### config.mk
export PLATFORM = sky130hd
export DESIGN_NAME = sector_read_seq
export DESIGN_NICKNAME = d
export VERILOG_FILES = /design/src/rtl/srs_pkg.sv /design/src/rtl/srs_cmd_table.sv /design/src/rtl/srs_byte_counter.sv /design/src/rtl/sector_read_seq.sv
export SDC_FILE = /design/constraint.sdc
export NUM_CORES = 1
export LEC_CHECK = 0
export ABC_CLOCK_PERIOD_IN_PS = 3300
export BUFFER_PORTS_ARGS = -buffer_cell sky130_fd_sc_hd__buf_2
export CAP_MARGIN = 20
export CORE_MARGIN = 2
export CORE_UTILIZATION = 58
export CTS_BUF_LIST = sky130_fd_sc_hd__clkbuf_8
export DETAILED_ROUTE_END_ITERATION = 7
export PLACE_DENSITY = 0.83
export SETUP_SLACK_MARGIN = 0.3
export SYNTH_ARGS = -nofsm -noshare
export SYNTH_HDL_FRONTEND = slang
export SYNTH_HIERARCHICAL = 1
export SYNTH_SLANG_ARGS = --single-unit
### constraint.sdc
create_clock -name clk -period 3.3 [get_ports clk]
set_clock_uncertainty 0.2 [all_clocks]
set_input_delay 0.33 -clock clk [delete_from_list [all_inputs] [get_ports clk]]
set_output_delay 0.33 -clock clk [all_outputs]
set_load 0.1 [all_outputs]
### src/rtl/srs_pkg.sv
package srs_pkg;
  localparam int DATA_W = 8;
  localparam logic [7:0] A_LBA0    = 8'h10;
  localparam logic [7:0] A_LBA1    = 8'h11;
  localparam logic [7:0] A_LBA2    = 8'h12;
  localparam logic [7:0] A_LBA3    = 8'h13;
  localparam logic [7:0] A_COUNT   = 8'h14;
  localparam logic [7:0] A_CMD     = 8'h15;
  localparam logic [7:0] A_CTRL    = 8'h18;
  localparam logic [7:0] CMD_READ  = 8'h03;
  localparam logic [7:0] CTRL_HOLD = 8'h82;
  localparam logic [7:0] CTRL_FREE = 8'h00;

  typedef enum logic [2:0] {
    S_IDLE, S_WAIT, S_WR, S_RD, S_REL, S_FIN
  } seq_state_t;
endpackage

### src/rtl/srs_cmd_table.sv
module srs_cmd_table #(
  parameter int ADDR_W = 8,
  parameter int LBA_W  = 28,
  parameter int SEC_W  = 8,
  parameter int STEP_W = 3
) (
  input  logic [STEP_W-1:0] step,
  input  logic [LBA_W-1:0]  lba,
  input  logic [SEC_W-1:0]  count,
  output logic [ADDR_W-1:0] addr,
  output logic [7:0]        data
);
  import srs_pkg::*;
  localparam int EXT_W = 32;
  logic [EXT_W-1:0] lba_ext;

  assign lba_ext = EXT_W'(lba);

  always_comb begin
    case (step)
      STEP_W'(0): begin addr = ADDR_W'(A_LBA0);  data = lba_ext[7:0];   end
      STEP_W'(1): begin addr = ADDR_W'(A_LBA1);  data = lba_ext[15:8];  end
      STEP_W'(2): begin addr = ADDR_W'(A_LBA2);  data = lba_ext[23:16]; end
      STEP_W'(3): begin addr = ADDR_W'(A_LBA3);  data = {4'h0, lba_ext[27:24]}; end
      STEP_W'(4): begin addr = ADDR_W'(A_COUNT); data = 8'(count);      end
      STEP_W'(5): begin addr = ADDR_W'(A_CMD);   data = CMD_READ;       end
      default:    begin addr = ADDR_W'(A_CTRL);  data = CTRL_HOLD;      end
    endcase
  end
endmodule

### src/rtl/srs_byte_counter.sv
module srs_byte_counter #(
  parameter int SEC_W        = 8,
  parameter int SECTOR_BYTES = 512
) (
  input  logic             clk,
  input  logic             rst,
  input  logic             load,
  input  logic [SEC_W-1:0] count,
  input  logic             dec,
  output logic             last
);
  localparam int TOTAL_W = $clog2((1 << SEC_W) * SECTOR_BYTES) + 1;
  logic [TOTAL_W-1:0] remain;
  logic [TOTAL_W-1:0] sectors;

  assign sectors = (count == '0) ? (TOTAL_W'(1) << SEC_W) : TOTAL_W'(count);
  assign last    = (remain == TOTAL_W'(1));

  always_ff @(posedge clk) begin
    if (rst) begin
      remain <= '0;
    end else if (load) begin
      remain <= sectors * TOTAL_W'(SECTOR_BYTES);
    end else if (dec) begin
      remain <= remain - TOTAL_W'(1);
    end
  end

  // a read is never issued with nothing left to read
  p_no_underflow_r5: assert property (@(posedge clk) disable iff (rst)
    dec |-> (remain != '0));
endmodule

### src/rtl/sector_read_seq.sv
module sector_read_seq #(
  parameter int ADDR_W       = 8,
  parameter int LBA_W        = 28,
  parameter int SEC_W        = 8,
  parameter int SECTOR_BYTES = 512,
  parameter logic [ADDR_W-1:0] BUF_ADDR = 8'h40
) (
  input  logic              clk,
  input  logic              rst,
  input  logic              start,
  input  logic [LBA_W-1:0]  lba,
  input  logic [SEC_W-1:0]  sec_count,
  input  logic              card_ready,
  output logic [ADDR_W-1:0] bus_addr,
  output logic [7:0]        bus_wdata,
  input  logic [7:0]        bus_rdata,
  output logic              bus_we,
  output logic              bus_re,
  output logic [7:0]        rd_byte,
  output logic              rd_valid,
  output logic              busy,
  output logic              done
);
  import srs_pkg::*;
  localparam int STEP_W    = 3;
  localparam int LAST_STEP = 6;

  seq_state_t        state;
  logic [STEP_W-1:0] step;
  logic [LBA_W-1:0]  lba_q;
  logic [SEC_W-1:0]  cnt_q;
  logic [ADDR_W-1:0] tbl_addr;
  logic [7:0]        tbl_data;
  logic              cnt_load;
  logic              cnt_dec;
  logic              cnt_last;

  srs_cmd_table #(
    .ADDR_W(ADDR_W), .LBA_W(LBA_W), .SEC_W(SEC_W), .STEP_W(STEP_W)
  ) u_table (
    .step(step), .lba(lba_q), .count(cnt_q), .addr(tbl_addr), .data(tbl_data)
  );

  assign cnt_load = (state == S_WAIT) && card_ready;
  assign cnt_dec  = (state == S_RD);

  srs_byte_counter #(
    .SEC_W(SEC_W), .SECTOR_BYTES(SECTOR_BYTES)
  ) u_count (
    .clk(clk), .rst(rst), .load(cnt_load), .count(cnt_q),
    .dec(cnt_dec), .last(cnt_last)
  );

  always_ff @(posedge clk) begin
    if (rst) begin
      state     <= S_IDLE;
      step      <= '0;
      lba_q     <= '0;
      cnt_q     <= '0;
      bus_addr  <= '0;
      bus_wdata <= '0;
      bus_we    <= 1'b0;
      bus_re    <= 1'b0;
      rd_byte   <= '0;
      rd_valid  <= 1'b0;
      busy      <= 1'b0;
      done      <= 1'b0;
    end else begin
      bus_we   <= 1'b0;
      bus_re   <= 1'b0;
      done     <= 1'b0;
      rd_valid <= bus_re;
      if (bus_re) rd_byte <= bus_rdata;
      case (state)
        S_IDLE: if (start) begin
          lba_q <= lba;
          cnt_q <= sec_count;
          busy  <= 1'b1;
          state <= S_WAIT;
        end
        S_WAIT: if (card_ready) begin
          step  <= '0;
          state <= S_WR;
        end
        S_WR: begin
          bus_we    <= 1'b1;
          bus_addr  <= tbl_addr;
          bus_wdata <= tbl_data;
          step      <= step + STEP_W'(1);
          if (step == STEP_W'(LAST_STEP)) state <= S_RD;
        end
        S_RD: begin
          bus_re   <= 1'b1;
          bus_addr <= BUF_ADDR;
          if (cnt_last) state <= S_REL;
        end
        S_REL: begin
          bus_we    <= 1'b1;
          bus_addr  <= ADDR_W'(A_CTRL);
          bus_wdata <= CTRL_FREE;
          state     <= S_FIN;
        end
        S_FIN: begin
          busy  <= 1'b0;
          done  <= 1'b1;
          state <= S_IDLE;
        end
        default: state <= S_IDLE;
      endcase
    end
  end

  p_idle_quiet_r1: assert property (@(posedge clk) disable iff (rst)
    !busy |-> (!bus_we && !bus_re));
  p_strobe_excl_r10: assert property (@(posedge clk) disable iff (rst)
    !(bus_we && bus_re));
  p_read_addr_r5: assert property (@(posedge clk) disable iff (rst)
    bus_re |-> (bus_addr == BUF_ADDR));
  p_valid_follows_r6: assert property (@(posedge clk) disable iff (rst)
    bus_re |=> rd_valid);
  p_done_end_r7: assert property (@(posedge clk) disable iff (rst)
    done |-> (!busy && $past(busy) && $past(bus_we)));
  p_hold_before_read_r4: assert property (@(posedge clk) disable iff (rst)
    ($rose(bus_re)) |-> ($past(bus_we) && $past(bus_wdata) == CTRL_HOLD));
endmodule

**Yosys cells after proc, flatten, opt, wreduce, memory -nomap -nowiden**

Cells that the tools add are included.

- Register bits: 89
- Logic and storage cells: 66

- $add $sub $neg: 2
- Equality and inequality tests: 16
- Multiplexer cells: 19
- Reductions and logical operators: 15

Operator list:

| operator | count |
|---|---|
| case mux 8 bit (6 select lines) | 1 |
| two-way mux 18 bit | 2 |
| case mux 4 bit (6 select lines) | 1 |
| case mux 8 bit (3 select lines) | 1 |
| equality test 18 x 1 -> 1 bit, second input constant | 1 |
| subtractor 18 x 1 -> 18 bit, second input constant | 1 |
| case mux 8 bit (2 select lines) | 1 |
| equality test 3 bit, second input constant | 5 |
| two-way mux 3 bit | 5 |
| case mux 3 bit (5 select lines) | 1 |
| equality test 3 x 2 -> 1 bit, second input constant | 4 |
| two-way mux 9 bit | 1 |
| logical NOT 8 bit | 1 |
| nonzero test 2 bit | 4 |
| equality test 3 x 1 -> 1 bit, second input constant | 2 |
| logical NOT 3 bit | 2 |
| inequality test 2 bit, second input constant | 3 |
| case mux 3 bit (2 select lines) | 1 |
| AND reduction 2 bit | 3 |
| two-way mux 1 bit | 4 |
| AND reduction 4 bit | 1 |
| OR reduction 2 bit | 2 |
| adder 3 x 1 -> 3 bit, second input constant | 1 |
| nonzero test 3 bit | 1 |
| 3 further kinds | 3 |

**Logic depth before layout (Yosys ltp)**

- Depth after elaboration: 3
- Mapped depth: 8
- Mapped depth without buffers: 7

**By module**

Netlist, hierarchy kept.

By module, submodules not included:

| module | instances | cells each | area an instance (um^2) | seq. area each (um^2) |
|---|---|---|---|---|
| sector_read_seq | 1 | 325 | 2798.9 | 1421.4 |
| srs_byte_counter | 1 | 109 | 948.4 | 360.3 |
| srs_cmd_table | 1 | 60 | 421.7 | 0.0 |

**Worst setup path before layout**

OpenSTA, ideal clock, no wires.

- Path type: reg-to-reg
- Start point: register state[0]
- End point: register u_count.remain[15]
- Data arrival time: 2.375 ns
- Data required time: 3.009 ns
- Setup slack: 0.634 ns
- Cell stages (with the launch flop): 9
- Buffers on the path: 2
- Cells stage by stage: dfxtp_1 -> buf_6 -> clkbuf_1 -> inv_1 -> nor2_1 -> nor4b_2 -> nand3_1 -> or3_1 -> a311oi_1

- Elaborated cells between the ends (all ways): 5
- Those cells by class: eq/ne: 2; mux: 1; reduce/logical: 2

RTL lines:

| element | RTL line | source |
|---|---|---|
| start: declaration | sector_read_seq.sv:28 | `seq_state_t state;` |
| start signal: assignment | sector_read_seq.sv:56 | `state <= S_IDLE;` |
| start signal: assignment | sector_read_seq.sv:79 | `state <= S_WAIT;` |
| start signal: assignment | sector_read_seq.sv:83 | `state <= S_WR;` |
| equality test 3 x 2 -> 1 bit | sector_read_seq.sv:45 | `assign cnt_dec = (state == S_RD);` |
| net cnt_dec | sector_read_seq.sv:35 | `logic cnt_dec;` |
| nonzero test 2 bit (no source line) | - |  |
| end signal: assignment | srs_byte_counter.sv:23 | `remain <= sectors * TOTAL_W'(SECTOR_BYTES);` |
| end signal: assignment | srs_byte_counter.sv:25 | `remain <= remain - TOTAL_W'(1);` |
| end: declaration | srs_byte_counter.sv:13 | `logic [TOTAL_W-1:0] remain;` |

The timed path passes the listed nets, and every way through them passes these cells.
A chain may end at the register's enable or synchronous reset.

**Worst setup path after layout**

- Start point: register u_count.remain[11]
- End point: register state[0]

- Cells in the longest elaborated chain, start to end: 3

Ends and longest elaborated chain:

| element | RTL line | source |
|---|---|---|
| equality test 18 x 1 -> 1 bit | srs_byte_counter.sv:17 | `assign last = (remain == TOTAL_W'(1));` |
| net cnt_last | sector_read_seq.sv:36 | `logic cnt_last;` |
| inequality test 2 x 1 -> 1 bit (no source line) | - |  |
| AND reduction 4 bit (no source line) | - |  |

The timed path passes the listed nets, and every way through them passes these cells.

==> impl_metrics.json <==
{
  "outcome": "finished clean",
  "cts-buffers-inserted": 9,
  "grt_antenna_before_repair": 0,
  "seq_power_share_pct": 53.1,
  "fin_crit_sh_pct": 78.2,
  "timing.setup.tns_ns": 0,
  "hold_class": "in -> reg",
  "drc": 0,
  "synth_commonest_cells": "96 x nand2_1, 89 x dfxtp_1, 49 x a21oi_1",
  "crit_slowest_cell": "or4_4",
  "nets": 624,
  "hold_violations": 0,
  "worstSetupStartpointType": "register",
  "syn-cell-area_um2": 4170,
  "path_cells": "or4_4 > or4_4 > nor4_1 > mux2i_1 > a2bb2oi_1 > a311oi_1",
  "grt_start_max_net_pins": 48,
  "clock-sinks": 89,
  "vdd_ir_drop_max_mv": 0.244,
  "portBuffers": 76,
  "power_frac_clock_pct": 30.7,
  "setup_violations": 0,
  "path_max_fanout": 5,
  "io_pins": 77,
  "cts.clk_slew.worst_paths_ns": 0.09,
  "rr_endpoint": "state[0]",
  "r2r_slack_ns": 0.72,
  "p_sw_share_pct": 29.5,
  "dieArea_um2": 7880,
  "critPathMaxStageDelay_ns": 0.56,
  "wl_mm": 9.41,
  "yosys.area.top_type": "dfxtp_1",
  "fill_cells": 564,
  "power_density_nw_per_um2": 456,
  "timing.critical_path.max_delay_family": "simple AND/OR/NAND/NOR gates",
  "tightest_slew_ns": 0.880,
  "layout_min_cycle_time_ns": 2.58,
  "vias_per_cell": 5.51,
  "worstHoldStart": "bus_rdata[4]",
  "ant_nets": 0,
  "power.total_uw": 2210,
  "p_switching_uw": 654,
  "synth-edff-count": 0,
  "dp_hpwl_mm": 6.39,
  "intPower_uw": 1560,
  "relSlewSlack_pct": 41.1,
  "grt_pass1_vias": 3322,
  "grt_overflow": 0,
  "synth-seq-cells": 89,
  "fmax_ghz": 0.388,
  "core_area_um2": 6870,
  "rr_startpoint": "u_count/remain[11]",
  "comb_power_share_pct": 16.2,
  "layout-drive-gt1-share_pct": 19.4,
  "synth.distinct_cells": 59,
  "drv_slew": 0,
  "synthArstFlopShare_pct": 0,
  "synth_flop_cell": "dfxtp_1",
  "rows": 30,
  "power_leakage_uw": 0.00187,
  "avgRoutedWirePerCell_um": 14.0,
  "cts_tree": "built",
  "path_buf_inv": 0,
  "crit_arrival_ns": 2.57,
  "start_util_pct": 60.7,
  "worstHoldEndpoint": "rd_byte[4]",
  "yosysSeqAreaShare_pct": 42.7,
  "synth.most_common_cell": "nand2_1",
  "cts_buffer_depth": 2,
  "die_y_um": 88.8,
  "grt_usage_pct": 24.7,
  "avgSynthCellArea_um2": 8.44,
  "rsz0062_at_grt": "no",
  "min_path_cells": 3,
  "crit_path_end_kind": "register",
  "root_buffer": "clkbuf_8",
  "r2r_cells": 6,
  "fp.dieW_um": 88.8,
  "crit_top_cell": "or4_4",
  "route.vias.total": 3709,
  "crit_required_ns": 3.29,
  "place_congestion": 0.822,
  "num_antenna_cells": 0,
  "drv_cap": 0,
  "yosys_warnings": 6,
  "htreeDepth": 3,
  "area.growth.synth_to_final_pct": 16.6,
  "design_area_um2": 4860,
  "cts_setup_buffers": 0,
  "first_iter_violations": 183,
  "synth_area_leaders": "dfxtp_1 43%, nand2_1 8.6%, a21oi_1 5.9%",
  "worst-setup-path-type": "reg -> reg",
  "worstSkewPairLatency_ns": 0.36,
  "synth_top_cell_area_share_pct": 42.7,
  "grt_pass1_wl_mm": 15.3,
  "ctsResizeCount": 0,
  "dpl_cell_area_um2": 4480,
  "syn_inst": 494,
  "firstDrtPassIters": 5
}
[registers in the layout (all words and copies together) (netlist names)]
| name | cells |
|---|---|
| state | 3 |
| bus_wdata | 8 |
| busy | 1 |
| done | 1 |
| u_count/remain | 18 |
| bus_re | 1 |
| lba_q | 28 |
| rd_valid | 1 |
| rd_byte | 8 |
| bus_addr | 8 |
| step | 3 |
| cnt_q | 8 |
| bus_we | 1 |
[power groups by stage]
stage / sequential [uW] / combinational [uW] / clock (uW)
after detailed placement: 1200 / 338 / 0
after floorplan: 1240 / 236 / 0
after global routing: 1180 / 394 / 741
after global placement: 1200 / 330 / 0
after CTS: 1180 / 357 / 689
final: 1180 / 360 / 679
[per-layer routing]
metal | global-route usage [%] | up-vias | share of wire (%)
li1 | - | 1878 | -
met1 | 32.6 | 1715 | 44
met2 | 39.8 | 95 | 49
met3 | 5.22 | 21 | 4.0
met4 | 9.23 | 0 | 2.4
met5 | 0 | - | 0
[timing repair]
item / CTS / global route
hold endpoints to repair: 20 / 0
hold buffers: 20 / 0
setup endpoints to repair: 0 / 0
[cell type report]
cell class	instances	area, um^2	area share, %
Clock buffer	10	138	2.83
Clock inverter	6	43.8	0.901
Inverter	10	37.5	0.772
Multi-Input combinational cell	359	2110	43.3
Sequential cell	89	1780	36.7
Tap cell	96	120	2.47
Timing Repair Buffer	103	633	13.0
[layout by cell type (no fill, tap or decap), drive strengths merged, types with 7 or more instances in the layout]
| cell type | Yosys | layout |
|---|---|---|
| nand2 | 96 | 96 |
| dfxtp | 89 | 89 |
| buf | 22 | 83 |
| a21oi | 49 | 49 |
| nor2 | 34 | 34 |
| nand3 | 22 | 22 |
| dlygate4sd3 | 0 | 20 |
| mux2i | 14 | 14 |
| a31oi | 12 | 12 |
| o211ai | 10 | 10 |
| clkbuf | 16 | 10 |
| inv | 10 | 10 |
| o21ai | 9 | 9 |
| nor3b | 8 | 8 |
| nor2b | 8 | 8 |
| a211oi | 8 | 8 |
| xor2 | 7 | 7 |
| nor4 | 7 | 7 |
[worst register-to-register path, stage by stage (launching register included)]
cell	delay (ns)
dfxtp_1	0.35
or4_4	0.56
or4_4	0.45
nor4_1	0.45
mux2i_1	0.15
a2bb2oi_1	0.18
a311oi_1	0.07
[metrics by stage]
stage / instances / worst slack (ns) / hold slack (ns) / utilization, %
global placement: 637 / 0.800 / 0.241 / 65.2
finish: 673 / 0.721 / 0.00647 / 70.8
CTS: 673 / 0.739 / 0.000438 / 70.8
detailed placement: 637 / 0.754 / 0.245 / 65.2
global route: 673 / 0.608 / 0.00254 / 70.8
floorplan: 496 / 0.634 / 0.231 / -
[logic make-up after synthesis]
kind of cell / Yosys count / synth area share, %
other: 2 / 0.180
xor gates and xnor gates: 12 / 2.52
buffers and inverters: 48 / 6.90
muxes: 16 / 3.99
AOI/OAI and AO/OA: 109 / 16.4
adders and majority gates: 4 / 1.20
and+or+nand+nor: 214 / 26.1
DFF: 89 / 42.7
[worst max-delay path by stage]
| stage | from | endpoint | slack, ns | cells after the start |
|---|---|---|---|---|
| floorplan | state[0] | u_count/remain[15] | 0.63 | 8 |
| global placement | u_count/remain[11] | state[0] | 0.80 | 6 |
| detailed placement | u_count/remain[11] | state[0] | 0.75 | 6 |
| CTS | u_count/remain[11] | state[0] | 0.74 | 6 |
| global route | u_count/remain[11] | state[0] | 0.61 | 6 |
| finish | u_count/remain[11] | state[0] | 0.72 | 6 |
Note: power is estimated with default switching activity, not from simulation.
